--- src/rtl/rvc_xpand_pkg.sv ---
package rvc_xpand_pkg;

  localparam int unsigned ILEN   = 32;
  localparam int unsigned CLEN   = 16;
  localparam int unsigned RIDX   = 5;
  localparam int unsigned CRIDX  = 3;
  localparam int unsigned IMMW   = 12;
  localparam int unsigned JIMMW  = 21;
  localparam int unsigned BIMMW  = 13;

  localparam logic [6:0] OPC_LOAD   = 7'b0000011;
  localparam logic [6:0] OPC_STORE  = 7'b0100011;
  localparam logic [6:0] OPC_OPIMM  = 7'b0010011;
  localparam logic [6:0] OPC_OP     = 7'b0110011;
  localparam logic [6:0] OPC_JAL    = 7'b1101111;
  localparam logic [6:0] OPC_JALR   = 7'b1100111;
  localparam logic [6:0] OPC_BRANCH = 7'b1100011;

  localparam logic [RIDX-1:0] REG_ZERO = 5'd0;
  localparam logic [RIDX-1:0] REG_LINK = 5'd1;
  localparam logic [RIDX-1:0] REG_SP   = 5'd2;

  typedef enum logic [3:0] {
    K_ILLEGAL, K_ADDI, K_LWSP, K_SWSP, K_LW, K_SW,
    K_ARITH, K_JUMP, K_JREG, K_BRZ
  } form_e;

  // short register field -> x8..x15
  function automatic logic [RIDX-1:0] widen_reg(input logic [CRIDX-1:0] f);
    return {2'b01, f};
  endfunction

  function automatic logic [IMMW-1:0] imm_addi(input logic [CLEN-1:0] h);
    return {{(IMMW-6){h[12]}}, h[12], h[6:2]};
  endfunction

  function automatic logic [IMMW-1:0] off_sp_load(input logic [CLEN-1:0] h);
    return {4'b0, h[3:2], h[12], h[6:4], 2'b00};
  endfunction

  function automatic logic [IMMW-1:0] off_sp_store(input logic [CLEN-1:0] h);
    return {4'b0, h[8:7], h[12:9], 2'b00};
  endfunction

  function automatic logic [IMMW-1:0] off_reg_mem(input logic [CLEN-1:0] h);
    return {5'b0, h[5], h[12:10], h[6], 2'b00};
  endfunction

  function automatic logic [JIMMW-1:0] off_jump(input logic [CLEN-1:0] h);
    logic [11:0] o;
    o = {h[12], h[8], h[10:9], h[6], h[7], h[2], h[11], h[5:3], 1'b0};
    return {{(JIMMW-12){o[11]}}, o};
  endfunction

  function automatic logic [BIMMW-1:0] off_branch(input logic [CLEN-1:0] h);
    logic [8:0] o;
    o = {h[12], h[6:5], h[2], h[11:10], h[4:3], 1'b0};
    return {{(BIMMW-9){o[8]}}, o};
  endfunction

  function automatic logic [ILEN-1:0] pack_i(input logic [IMMW-1:0] imm,
      input logic [RIDX-1:0] rs1, input logic [2:0] f3,
      input logic [RIDX-1:0] rd, input logic [6:0] opc);
    return {imm, rs1, f3, rd, opc};
  endfunction

  function automatic logic [ILEN-1:0] pack_s(input logic [IMMW-1:0] imm,
      input logic [RIDX-1:0] rs2, input logic [RIDX-1:0] rs1,
      input logic [2:0] f3);
    return {imm[11:5], rs2, rs1, f3, imm[4:0], OPC_STORE};
  endfunction

  function automatic logic [ILEN-1:0] pack_r(input logic [6:0] f7,
      input logic [RIDX-1:0] rs2, input logic [RIDX-1:0] rs1,
      input logic [2:0] f3, input logic [RIDX-1:0] rd);
    return {f7, rs2, rs1, f3, rd, OPC_OP};
  endfunction

  function automatic logic [ILEN-1:0] pack_b(input logic [BIMMW-1:0] imm,
      input logic [RIDX-1:0] rs1, input logic [2:0] f3);
    return {imm[12], imm[10:5], REG_ZERO, rs1, f3, imm[4:1], imm[11], OPC_BRANCH};
  endfunction

  function automatic logic [ILEN-1:0] pack_j(input logic [JIMMW-1:0] imm,
      input logic [RIDX-1:0] rd);
    return {imm[20], imm[10:1], imm[11], imm[19:12], rd, OPC_JAL};
  endfunction

endpackage

--- src/rtl/rvc_form_sel.sv ---
module rvc_form_sel
  import rvc_xpand_pkg::*;
(
  input  logic [CLEN-1:0] half_i,
  output form_e           form_o
);
  logic [1:0]      quad;
  logic [2:0]      f3;
  logic [RIDX-1:0] big_rd;
  logic            rd_nz;
  logic            imm_nz;
  logic            low_nz;

  assign quad   = half_i[1:0];
  assign f3     = half_i[15:13];
  assign big_rd = half_i[11:7];
  assign rd_nz  = |big_rd;
  assign imm_nz = |{half_i[12], half_i[6:2]};
  assign low_nz = |half_i[6:2];

  always_comb begin
    form_o = K_ILLEGAL;
    case (quad)
      2'b00: begin
        if (f3 == 3'b010) form_o = K_LW;
        else if (f3 == 3'b110) form_o = K_SW;
      end
      2'b01: begin
        case (f3)
          3'b000: if (rd_nz && imm_nz) form_o = K_ADDI;
          3'b001, 3'b101: form_o = K_JUMP;
          3'b100: if (half_i[12:10] == 3'b011) form_o = K_ARITH;
          3'b110, 3'b111: form_o = K_BRZ;
          default: form_o = K_ILLEGAL;
        endcase
      end
      2'b10: begin
        case (f3)
          3'b010: if (rd_nz) form_o = K_LWSP;
          3'b110: form_o = K_SWSP;
          3'b100: if (!low_nz && rd_nz) form_o = K_JREG;
          default: form_o = K_ILLEGAL;
        endcase
      end
      default: form_o = K_ILLEGAL;
    endcase
  end
endmodule

--- src/rtl/rvc_word_build.sv ---
module rvc_word_build
  import rvc_xpand_pkg::*;
(
  input  logic [CLEN-1:0] half_i,
  input  form_e           form_i,
  output logic [ILEN-1:0] word_o
);
  logic [RIDX-1:0] reg_hi;   // widened bits [9:7]
  logic [RIDX-1:0] reg_lo;   // widened bits [4:2]
  logic [RIDX-1:0] big_rd;
  logic [2:0]      arith_f3;
  logic [6:0]      arith_f7;

  assign reg_hi = widen_reg(half_i[9:7]);
  assign reg_lo = widen_reg(half_i[4:2]);
  assign big_rd = half_i[11:7];

  always_comb begin
    case (half_i[6:5])
      2'b00:   arith_f3 = 3'b000;
      2'b01:   arith_f3 = 3'b100;
      2'b10:   arith_f3 = 3'b110;
      default: arith_f3 = 3'b111;
    endcase
    arith_f7 = (half_i[6:5] == 2'b00) ? 7'b0100000 : 7'b0000000;
  end

  always_comb begin
    case (form_i)
      K_ADDI:  word_o = pack_i(imm_addi(half_i), big_rd, 3'b000, big_rd, OPC_OPIMM);
      K_LWSP:  word_o = pack_i(off_sp_load(half_i), REG_SP, 3'b010, big_rd, OPC_LOAD);
      K_SWSP:  word_o = pack_s(off_sp_store(half_i), half_i[6:2], REG_SP, 3'b010);
      K_LW:    word_o = pack_i(off_reg_mem(half_i), reg_hi, 3'b010, reg_lo, OPC_LOAD);
      K_SW:    word_o = pack_s(off_reg_mem(half_i), reg_lo, reg_hi, 3'b010);
      K_ARITH: word_o = pack_r(arith_f7, reg_lo, reg_hi, arith_f3, reg_hi);
      K_JUMP:  word_o = pack_j(off_jump(half_i), half_i[15] ? REG_ZERO : REG_LINK);
      K_JREG:  word_o = pack_i('0, big_rd, 3'b000,
                               half_i[12] ? REG_LINK : REG_ZERO, OPC_JALR);
      K_BRZ:   word_o = pack_b(off_branch(half_i), reg_hi, {2'b00, half_i[13]});
      default: word_o = '0;
    endcase
  end
endmodule

--- src/rtl/rvc_expander.sv ---
module rvc_expander
  import rvc_xpand_pkg::*;
(
  input  logic [31:0] instr_i,
  output logic [31:0] instr_o,
  output logic        compressed_o,
  output logic        illegal_o
);
  logic [CLEN-1:0] half;
  logic            full_width;
  form_e           form;
  logic [ILEN-1:0] expanded;
  logic            form_bad;

  assign half       = instr_i[CLEN-1:0];
  assign full_width = &instr_i[1:0];

  rvc_form_sel u_sel (
    .half_i (half),
    .form_o (form)
  );

  rvc_word_build u_build (
    .half_i (half),
    .form_i (form),
    .word_o (expanded)
  );

  assign form_bad     = (form == K_ILLEGAL);
  assign compressed_o = !full_width;
  assign illegal_o    = compressed_o && form_bad;
  assign instr_o      = full_width ? instr_i : (form_bad ? '0 : expanded);

  always_comb begin
    AST_PASS_THROUGH: assert (compressed_o || (instr_o == instr_i && !illegal_o));
    AST_ILLEGAL_ZEROED: assert (!illegal_o || instr_o == '0);
    AST_LEGAL_IS_BASE: assert (illegal_o || instr_o[1:0] == 2'b11);
    AST_SHORT_REGS_HIGH: assert (!(compressed_o && form == K_ARITH) || (instr_o[11:10] == 2'b01 && instr_o[19:18] == 2'b01 && instr_o[24:23] == 2'b01));
    AST_SP_BASE: assert (!(compressed_o && (form == K_LWSP || form == K_SWSP)) || instr_o[19:15] == REG_SP);
    AST_BRANCH_ZERO: assert (!(compressed_o && form == K_BRZ) || (instr_o[24:20] == REG_ZERO && instr_o[6:0] == OPC_BRANCH));
    AST_JREG_SRC: assert (!(compressed_o && form == K_JREG) || instr_o[19:15] != REG_ZERO);
  end
endmodule

--- config.mk ---
export PLATFORM = sky130hd
export DESIGN_NAME = rvc_expander
export DESIGN_NICKNAME = d
export VERILOG_FILES = /design/src/rtl/rvc_xpand_pkg.sv /design/src/rtl/rvc_form_sel.sv /design/src/rtl/rvc_word_build.sv /design/src/rtl/rvc_expander.sv
export SDC_FILE = /design/constraint.sdc
export NUM_CORES = 1
export LEC_CHECK = 0
export ABC_AREA = 1
export BUFFER_PORTS_ARGS = -buffer_cell sky130_fd_sc_hd__buf_2
export CORE_ASPECT_RATIO = 1.4
export CORE_MARGIN = 2
export CORE_UTILIZATION = 40
export DETAILED_ROUTE_END_ITERATION = 8
export PLACE_DENSITY = 0.79
export SYNTH_ARGS = -nofsm -noshare
export SYNTH_HDL_FRONTEND = slang
export SYNTH_SLANG_ARGS = --single-unit
export TNS_END_PERCENT = 30
--- constraint.sdc ---
create_clock -name vclk -period 1.6
set_input_delay 0.08 -clock vclk [all_inputs]
set_output_delay 0.08 -clock vclk [all_outputs]
set_load 0.05 [all_outputs]
==> results of run 1 <==
==> through the flow <==
step           instances  setup WS (ns)  instance area (um^2)  hold slack [ns]
2_1_floorplan        205         -0.202                   976            0.389
4_1_cts              337        -0.0143                  1850            0.518
3_3_place_gp         337         -0.182                  1670            0.547
3_5_place_dp         337         -0.187                  1670            0.554
==> what timing repair did <==
item	4_1_cts
pin swaps	8
setup endpoints to repair	29
resized for setup	54
==> logic make-up after synthesis <==
logic type,after synthesis,synth area share
AO/OA/AOI/OAI,21,0.151
buffers and inverters,32,0.136
AND/OR/NAND/NOR,152,0.713
==> Yosys cell counts (2+ instances only) <==
cell	count	area (um^2)
a21oi_1	2	10.0
clkbuf_1	2	7.51
inv_1	21	78.8
inv_2	7	26.3
nand2_1	87	327
nand2_2	5	31.3
nand3_1	23	115
nand3_2	2	20.0
nand4_1	9	56.3
nor2_1	17	63.8
nor2_2	5	31.3
o2111ai_1	3	26.3
o211ai_1	5	37.5
o21ai_0	7	35.0
o21ai_2	2	17.5
==> impl_metrics.py, run 1 <==
metrics = {
    "synth": {
        "yosysWarnings": 0,
        "syn-mean-instance-area_um2": 4.64,
        "synth_cells": 205,
        "synth_cell_types": 23,
        "yosysSeqAreaShare": 0,
        "synth_nets": 237,
        "synth_area_um2": 951,
    },
    "place": {
        "io_buffers": 66,
        "dp_hpwl_um": 3790,
        "gp_congestion": 0.998,
    },
    "sta": {
        "worst_endpoint_kind": "primary output",
        "worst_endpoint": "instr_o[30]",
    },
    "floorplan": {
        "die_w_um": 45.2,
        "start_util": 0.432,
        "row_count": 20,
        "die_y_um": 61.7,
        "io_pins": 66,
    },
    "global_routing": {
        "grt_max_degree": 25,
    },
    "status": {
        "status": "did not finish",
        "flow.stopped_at": "global routing (5_1_grt)",
        "error_line": "[ERROR DPL-0038] Utilization greater than 100%, impossible to legalize",
    },
    "clock_tree": {
        "postCtsHoldBufs": 0,
        "cts_setup_buffers": 0,
    },
}
==> inputs of run 2 (changes only) <==
- CORE_ASPECT_RATIO: 1.4 -> unset
- CORE_UTILIZATION: 40 -> 25
- PLACE_DENSITY: 0.79 -> unset
- PLACE_DENSITY_LB_ADDON: unset -> 0.15
==> run 2 against run 1 <==
  * The flow now finishes without violations
  * Area after synthesis unchanged
  * Synthesized cell count unchanged
==> impl_metrics.py, run 2 <==
metrics = {
    "critical_path": {
        "path_cells": "buf_4 -> nor2_4 -> nand3_2 -> nand3_2 -> nand2_4 -> nand2_4 -> nand2_4 -> buf_6 -> nand2_4 -> nor2_4 -> o21ai_4 -> nand3_2 -> buf_8",
        "worst-setup-path-type": "in -> out",
        "worstPathArrival_ns": 1.51,
        "cp.required_ns": 1.52,
        "crit_top_cell": "nand2_4",
        "critPathMaxStageDelay_ns": 0.21,
        "path_buf_inv": 3,
        "path_depth": 13,
        "path_max_fanout": 4,
        "worstSetupStartpointType": "input pin",
        "endpoint_kind": "output pin",
        "slowest_stage": "o21ai_4",
        "cp-endpoint": "instr_o[28]",
        "crit_start": "instr_i[3]",
        "cp_top_family": "simple AND/OR/NAND/NOR gates",
    },
    "floorplan": {
        "die_y_um": 65.7,
        "io_pins": 66,
        "start_util": 0.260,
        "die_w_um": 65.7,
        "dieArea_um2": 4310,
        "row_count": 22,
        "core_area_um2": 3660,
    },
    "synth": {
        "yosys-top-cells-count": "87 x nand2_1, 23 x nand3_1, 21 x inv_1, 17 x nor2_1, 9 x nand4_1",
        "synth_top_area_frac": 0.343,
        "synth_most_common_cell": "nand2_1",
        "synth_nets": 237,
        "syn-mean-instance-area_um2": 4.64,
        "yosysSeqAreaShare": 0,
        "yosysWarnings": 0,
        "synth_cells": 205,
        "synth_area_um2": 951,
        "yosysTopAreaCell": "nand2_1",
        "synth_area_leaders": "nand2_1 34%, nand3_1 12%, inv_1 8.3%",
        "synth_cell_types": 23,
    },
    "sta": {
        "tightest_slew_ns": 0.273,
        "hold_ws_ns": 0.506,
        "layout_setup_ws_ns": 0.0112,
        "fmax_mhz": 629,
        "layout_min_cycle_time_ns": 1.59,
        "period_share": 0.993,
        "setup_viol": 0,
        "maxSlewViolCount": 0,
        "rsz0062_at_grt": "yes",
        "hold_viol": 0,
        "max_slew_margin": 0.818,
    },
    "route": {
        "first_iter_violations": 85,
        "routed_wl_um": 5240,
        "via_count": 1815,
        "routed_via_density": 4.81,
        "wire_per_inst_um": 13.9,
        "drc_errors": 0,
        "dr.pass1.iters": 4,
        "antenna_left": 0,
    },
    "cells_and_area": {
        "fillers": 352,
        "design.seq.count": 0,
        "final_common_cell": "nand2_1",
        "fin_nets": 363,
        "fin_util": 0.638,
        "clkbuf_count": 0,
        "area_delta_synth_final_pct": 146,
        "drive_above_1_share": 0.617,
        "diodes": 0,
        "final_cell_mix": "70 x nand2_1, 66 x buf_4, 29 x buf_2, 27 x buf_6, 15 x inv_1",
        "seqCellArea_um2": 0,
    },
    "job": {
        "cap_violations": 0,
    },
    "pwr": {
        "ir_drop_uv": 250,
        "leakage_nw": 1.30,
        "p_per_area_nw_per_um2": 408,
    },
    "status": {
        "status": "finished, final reports clean",
    },
    "place": {
        "gp_congestion": 1.01,
        "io_buffers": 66,
        "dp_hpwl_um": 3870,
        "place_ws_ns": -0.208,
    },
    "global_routing": {
        "antenna_found_initial": 0,
        "grt_pass1_vias": 1643,
        "grt_pass1_wl_um": 7850,
        "grt-ovfl-total": 0,
        "grt_max_degree": 25,
        "grt_use_total": 0.233,
    },
    "worst_hold_path": {
        "min_path_type": "in -> out",
    },
    "clock_tree": {
        "postCtsHoldBufs": 0,
    },
}
## run 2: metrics by stage
| step | setup TNS [ns] | cells | instance area, um^2 | total power, mW |
|---|---|---|---|---|
| after floorplan | -1.43 | 205 | 976 | 0.487 |
| after global placement | -4.41 | 364 | 1710 | 0.746 |
| after detailed placement | -3.66 | 364 | 1710 | 0.745 |
| after CTS | 0 | 371 | 2030 | 0.867 |
| after global routing | -0.783 | 377 | 2330 | 1.01 |
| final | 0 | 377 | 2330 | 0.952 |
## run 2: routing by layer
metal  track usage  up-vias  part of all wire
met3        0.0154        4             0.054
met5             0        -                 0
met2         0.399       59              0.48
met4        0.0313        0            0.0076
met1         0.324      828              0.46
li1              -      924                 -
## run 2: what timing repair did
item,4_1_cts,5_1_grt
setup buffers,6,6
cloned,1,0
gates resized for setup,80,76
pin swaps,10,33
endpoints found under the setup margin,29,31
## run 2: power breakdown
part	internal, mW	total [mW]	switching [mW]
Combinational	0.350	0.952	0.603
Sequential	0	0	0
Clock	0	0	0
Total	0.350	0.952	0.603
## run 2: how the worst min path moves through the flow
stage                      startpoint           to  slack, ns  depth (start not counted)
after CTS                 instr_i[31]  instr_o[31]       0.51                          4
after detailed placement  instr_i[21]  instr_o[21]       0.55                          4
after global placement    instr_i[21]  instr_o[21]       0.55                          4
after floorplan           instr_i[11]  instr_o[11]       0.39                          2
after global routing      instr_i[29]  instr_o[29]       0.52                          4
final                     instr_i[28]  instr_o[28]       0.51                          4
## run 2: logic make-up after synthesis
| kind of cell | after synthesis | share of synthesized area |
|---|---|---|
| AOI/OAI and AO/OA | 21 | 0.151 |
| and+or+nand+nor | 152 | 0.713 |
| buffers and inverters | 32 | 0.136 |
## run 2: tightest hold or removal path, stage by stage
cell	delay, ns
buf_2	0.07
nand2_1	0.05
nand3_2	0.08
buf_8	0.14
## run 2: final cells by class
type | count | area, um^2 | area share
well taps | 48 | 60.1 | 0.0257
repair buffers | 127 | 997 | 0.427
inverters | 28 | 125 | 0.0536
multi-input cells | 174 | 1150 | 0.494
Note: power is estimated with default switching activity, not from simulation.
==> inputs of run 3 (changes only) <==
- RECOVER_POWER: unset -> 100
- TNS_END_PERCENT: 30 -> 20
==> run 3 against run 2 <==
  * The run now ends with setup timing left
  * Critical path depth decreased by 1
  * Total power is 4.7% higher
  * Hold slack got worse by 0.0026 ns
  * Routed wire length is 3.2% higher
  * Final cell count rose by 1.3%
  * Combinational power is 4.7% higher
  * Non-clock buffer count up 6
  * Final area is 5.5% higher
  * Via count rose by 2.5%
  * Flip-flop and latch count stayed put
  * Largest power group unchanged
  * Highest routed layer unchanged
==> impl_metrics.py, run 3 (synthesized netlist as in run 2, its figures left out) <==
metrics = {
    "status": {
        "status": "complete, but fails checks",
        "violations": "setup timing",
    },
    "critical_path": {
        "worstSetupStartpointType": "input pin",
        "worstPathArrival_ns": 1.56,
        "worst-setup-path-type": "in -> out",
        "endpoint_kind": "output pin",
        "crit_start": "instr_i[11]",
        "cp.required_ns": 1.52,
        "path_max_fanout": 4,
    },
    "cells_and_area": {
        "final_cell_mix": "68 x nand2_1, 57 x buf_4, 34 x buf_6, 29 x buf_2, 17 x inv_1",
        "seqCellArea_um2": 0,
        "fin_nets": 368,
        "final_common_cell": "nand2_1",
        "fin_util": 0.673,
        "fillers": 344,
        "diodes": 0,
        "clkbuf_count": 0,
        "drive_above_1_share": 0.608,
        "fin_area_um2": 2460,
        "area_delta_synth_final_pct": 159,
        "design.seq.count": 0,
    },
    "global_routing": {
        "grtUsageMet1": 0.302,
        "globalRouteMet3Util": 0.00171,
        "grt_pass1_wl_um": 7750,
        "gr-max-usage-layer": "met2",
        "grt-ovfl-total": 0,
        "grt_pass1_vias": 1678,
        "grt_use_met2": 0.426,
        "grt_max_degree": 25,
        "grt_use_total": 0.227,
        "antenna_found_initial": 0,
    },
    "route": {
        "routed_wl_um": 5400,
        "antenna_left": 0,
        "via_count": 1861,
        "wire_per_inst_um": 14.1,
        "first_iter_violations": 56,
        "drc_errors": 0,
        "dr.pass1.iters": 4,
        "routed_via_density": 4.87,
    },
    "floorplan": {
        "start_util": 0.260,
        "die_w_um": 65.7,
        "core_area_um2": 3660,
        "dieArea_um2": 4310,
        "io_pins": 66,
        "row_count": 22,
        "die_y_um": 65.7,
    },
    "place": {
        "gp_congestion": 0.952,
        "place_area_um2": 1750,
        "dp_hpwl_um": 3930,
        "io_buffers": 66,
    },
    "worst_hold_path": {
        "min_delay_path_depth": 4,
        "hold_end": "instr_o[31]",
        "holdCritStartpoint": "instr_i[31]",
        "min_path_type": "in -> out",
    },
    "pwr": {
        "pwr-share-comb": 1.000,
        "p_per_area_nw_per_um2": 405,
        "p_sw_frac": 0.614,
        "power.switching_uw": 613,
        "seqPwrFrac": 0,
        "ir_drop_uv": 253,
        "clkPwrFrac": 0,
        "p_int_uw": 385,
        "leakage_nw": 1.36,
    },
    "sta": {
        "layout_min_cycle_time_ns": 1.64,
        "setup_tns_ns": -0.136,
        "layout_setup_ws_ns": -0.0374,
        "tightest_slew_ns": 0.589,
        "maxSlewViolCount": 0,
        "setup_viol": 8,
        "period_share": 1.02,
        "hold_viol": 0,
        "fmax_mhz": 611,
        "rsz0062_at_grt": "yes",
        "max_slew_margin": 0.609,
    },
    "job": {
        "cap_violations": 0,
    },
}
run 3: cell count changes in the layout (fill, tap and decap cells not counted), sizes merged:
cell	delta
buf	+4
clkbuf	+2
clkinv	+1
inv	-1
nand2	-1
run 3: how the worst max path moves through the flow:
stage                     slack [ns]  depth (start not counted)           to
final                          -0.04                         12  instr_o[25]
after global routing           -0.10                         13  instr_o[25]
after CTS                      -0.03                         15  instr_o[29]
after detailed placement       -0.26                         11   instr_o[8]
after global placement         -0.28                         13  instr_o[20]
after floorplan                -0.20                          9   instr_o[0]
run 3: repair_timing:
item | in CTS | in global routing
setup endpoints to repair | 29 | 33
hold buffers | 0 | 0
pin swaps | 13 | 34
gates resized for setup | 70 | 105
endpoints found under the hold margin | 0 | 0
setup buffers | 3 | 10
run 3: through the flow:
step	power, mW	std cells	setup WS, ns	hold WS, ns
6_report	0.997	382	-0.0374	0.504
5_1_grt	1.05	382	-0.101	0.515
4_1_cts	0.864	372	-0.0327	0.517
3_5_place_dp	0.756	369	-0.264	0.551
3_3_place_gp	0.755	369	-0.285	0.546
2_1_floorplan	0.487	205	-0.202	0.389
run 3: layer usage:
| metal | wire, um | up-vias |
|---|---|---|
| met1 | 2390 | 853 |
| li1 | - | 932 |
| met4 | 67 | 0 |
| met2 | 2690 | 70 |
| met3 | 263 | 6 |
| met5 | 0 | - |
run 3: power groups by stage:
stage | sequential [mW] | combinational [mW] | clock, mW
floorplan | 0 | 0.487 | 0
global placement | 0 | 0.755 | 0
detailed placement | 0 | 0.756 | 0
CTS | 0 | 0.864 | 0
global route | 0 | 1.05 | 0
finish | 0 | 0.997 | 0
run 3: area by class of cell:
class	count	area, um^2	area share
inverter	28	140	0.0569
multi-input combinational	173	1130	0.460
tap	48	60.1	0.0244
timing repair buffer	133	1130	0.459
run 3: critical path, stage by stage:
cell	delay, ns
buf_12	0.11
nor2_4	0.12
nand3_4	0.12
buf_6	0.15
o21ai_4	0.19
nand2_4	0.10
inv_8	0.09
nand2_4	0.06
nor2_4	0.14
nand2_2	0.10
o2111ai_2	0.09
buf_6	0.19
==> inputs of run 4 (changes only) <==
- GPL_TIMING_DRIVEN: unset -> 0
==> run 4 against run 3 <==
  * The flow still finishes with violations (setup timing)
  * Clock-buffer cell count did not move
  * Sequential share of layout area did not move
  * Maximum frequency rose by 1.5%
  * Hold slack improved by 0.010 ns
  * Non-clock buffer count fell by 46
  * Final area fell by 19%
  * Die area did not move
  * Critical endpoint is now instr_o[20]
==> impl_metrics.py, run 4 (synthesized netlist as in run 2, its figures left out) <==
metrics = {
    "route": {
        "wire_per_inst_um": 14.5,
        "antenna_left": 0,
        "via_count": 1678,
        "routed_wl_um": 4890,
        "first_iter_violations": 80,
        "dr.pass1.iters": 4,
        "routed_via_density": 4.99,
        "drc_errors": 0,
    },
    "pwr": {
        "p_per_area_nw_per_um2": 437,
        "power_uw": 867,
        "ir_drop_uv": 220,
        "leakage_nw": 1.05,
    },
    "sta": {
        "rsz0062_at_grt": "yes",
        "hold_viol": 0,
        "period_share": 1.01,
        "maxSlewViolCount": 0,
        "setup_viol": 1,
        "layout_setup_ws_ns": -0.0135,
        "tightest_slew_ns": 0.595,
        "setup_tns_ns": -0.0135,
        "layout_min_cycle_time_ns": 1.61,
        "fmax_mhz": 620,
        "max_slew_margin": 0.605,
        "hold_ws_ns": 0.514,
    },
    "global_routing": {
        "grt_use_total": 0.209,
        "grt-ovfl-total": 0,
        "antenna_found_initial": 0,
        "grt_pass1_wl_um": 7120,
        "grt_max_degree": 11,
        "grt_pass1_vias": 1497,
    },
    "floorplan": {
        "io_pins": 66,
        "row_count": 22,
        "core_area_um2": 3660,
        "die_w_um": 65.7,
        "dieArea_um2": 4310,
        "die_y_um": 65.7,
        "start_util": 0.260,
    },
    "cells_and_area": {
        "design.seq.count": 0,
        "area_delta_synth_final_pct": 109,
        "clkbuf_count": 0,
        "fin_area_um2": 1990,
        "final_common_cell": "nand2_1",
        "final_cells": 336,
        "seqCellArea_um2": 0,
        "fin_util": 0.542,
        "fin_nets": 322,
        "diodes": 0,
        "final_cell_mix": "71 x nand2_1, 28 x buf_4, 27 x buf_2, 16 x buf_6, 16 x nand3_1",
        "drive_above_1_share": 0.517,
    },
    "place": {
        "place_area_um2": 1360,
        "gp_congestion": 0.919,
        "io_buffers": 65,
        "place_inst": 318,
        "place_ws_ns": -0.285,
        "dp_hpwl_um": 3420,
    },
    "clock_tree": {
        "postCtsHoldBufs": 0,
    },
    "worst_hold_path": {
        "min_path_type": "in -> out",
    },
    "critical_path": {
        "worstSetupStartpointType": "input pin",
        "cp.required_ns": 1.52,
        "cp-endpoint": "instr_o[20]",
        "worst-setup-path-type": "in -> out",
        "worstPathArrival_ns": 1.53,
        "crit_start": "instr_i[8]",
        "endpoint_kind": "output pin",
        "path_max_fanout": 6,
    },
    "status": {
        "violations": "setup timing",
        "status": "complete, but fails checks",
    },
    "job": {
        "cap_violations": 0,
    },
}
-- run 4: changes by cell type in the layout (fill, tap and decap cells not counted), moves of 3 or more --
cell      before  now
nor2_1         7   10
nand2_1       68   71
buf_6         34   16
nand2_2       13   10
nand2_8        0    3
clkbuf_2       2    9
nand2_4       12    9
nand3_2        8    5
buf_4         57   28
nand3_1       13   16
-- run 4: worst min-delay path by stage --
stage           startpoint     endpoint  slack [ns]  cells past startpoint
2_1_floorplan  instr_i[11]  instr_o[11]        0.39                      2
3_3_place_gp   instr_i[21]  instr_o[21]        0.55                      4
3_5_place_dp   instr_i[21]  instr_o[21]        0.55                      4
4_1_cts        instr_i[31]  instr_o[31]        0.52                      4
5_1_grt        instr_i[11]  instr_o[11]        0.53                      4
6_report       instr_i[31]  instr_o[31]        0.51                      4
-- run 4: layer usage --
layer / share of wire / vias up / track usage
li1: - / 846 / -
met1: 0.47 / 770 / 0.304
met2: 0.48 / 58 / 0.351
met3: 0.042 / 4 / 0.00856
met4: 0.010 / 0 / 0.0156
met5: 0 / - / 0
-- run 4: repair_timing --
item                                    CTS  global route
gates cloned                              1             0
endpoints found under the setup margin   30            30
pin swaps                                13            23
buffers inserted                          9             8
gates resized for setup                  67            76
-- run 4: worst max-delay path, stage by stage --
cell      delay (ns)
buf_12          0.10
nor2_4          0.12
nand3_4         0.12
nand3_4         0.12
nand2_4         0.07
a21boi_4        0.30
nand2_2         0.15
nand2_4         0.10
inv_2           0.04
nand2_1         0.05
nand2_1         0.05
nand2_1         0.08
buf_6           0.16
-- run 4: layout make-up --
type                       count  area (um^2)
multi-input combinational    173         1130
buffer                         4         36.3
timing repair buffer          83          636
tap                           48         60.1
inverter                      28          125
fill                         397         1680
-- run 4: power by group --
group          total, mW  switching (mW)  internal (mW)
logic              0.867           0.587          0.281
clock network          0               0              0
registers              0               0              0
total              0.867           0.587          0.281
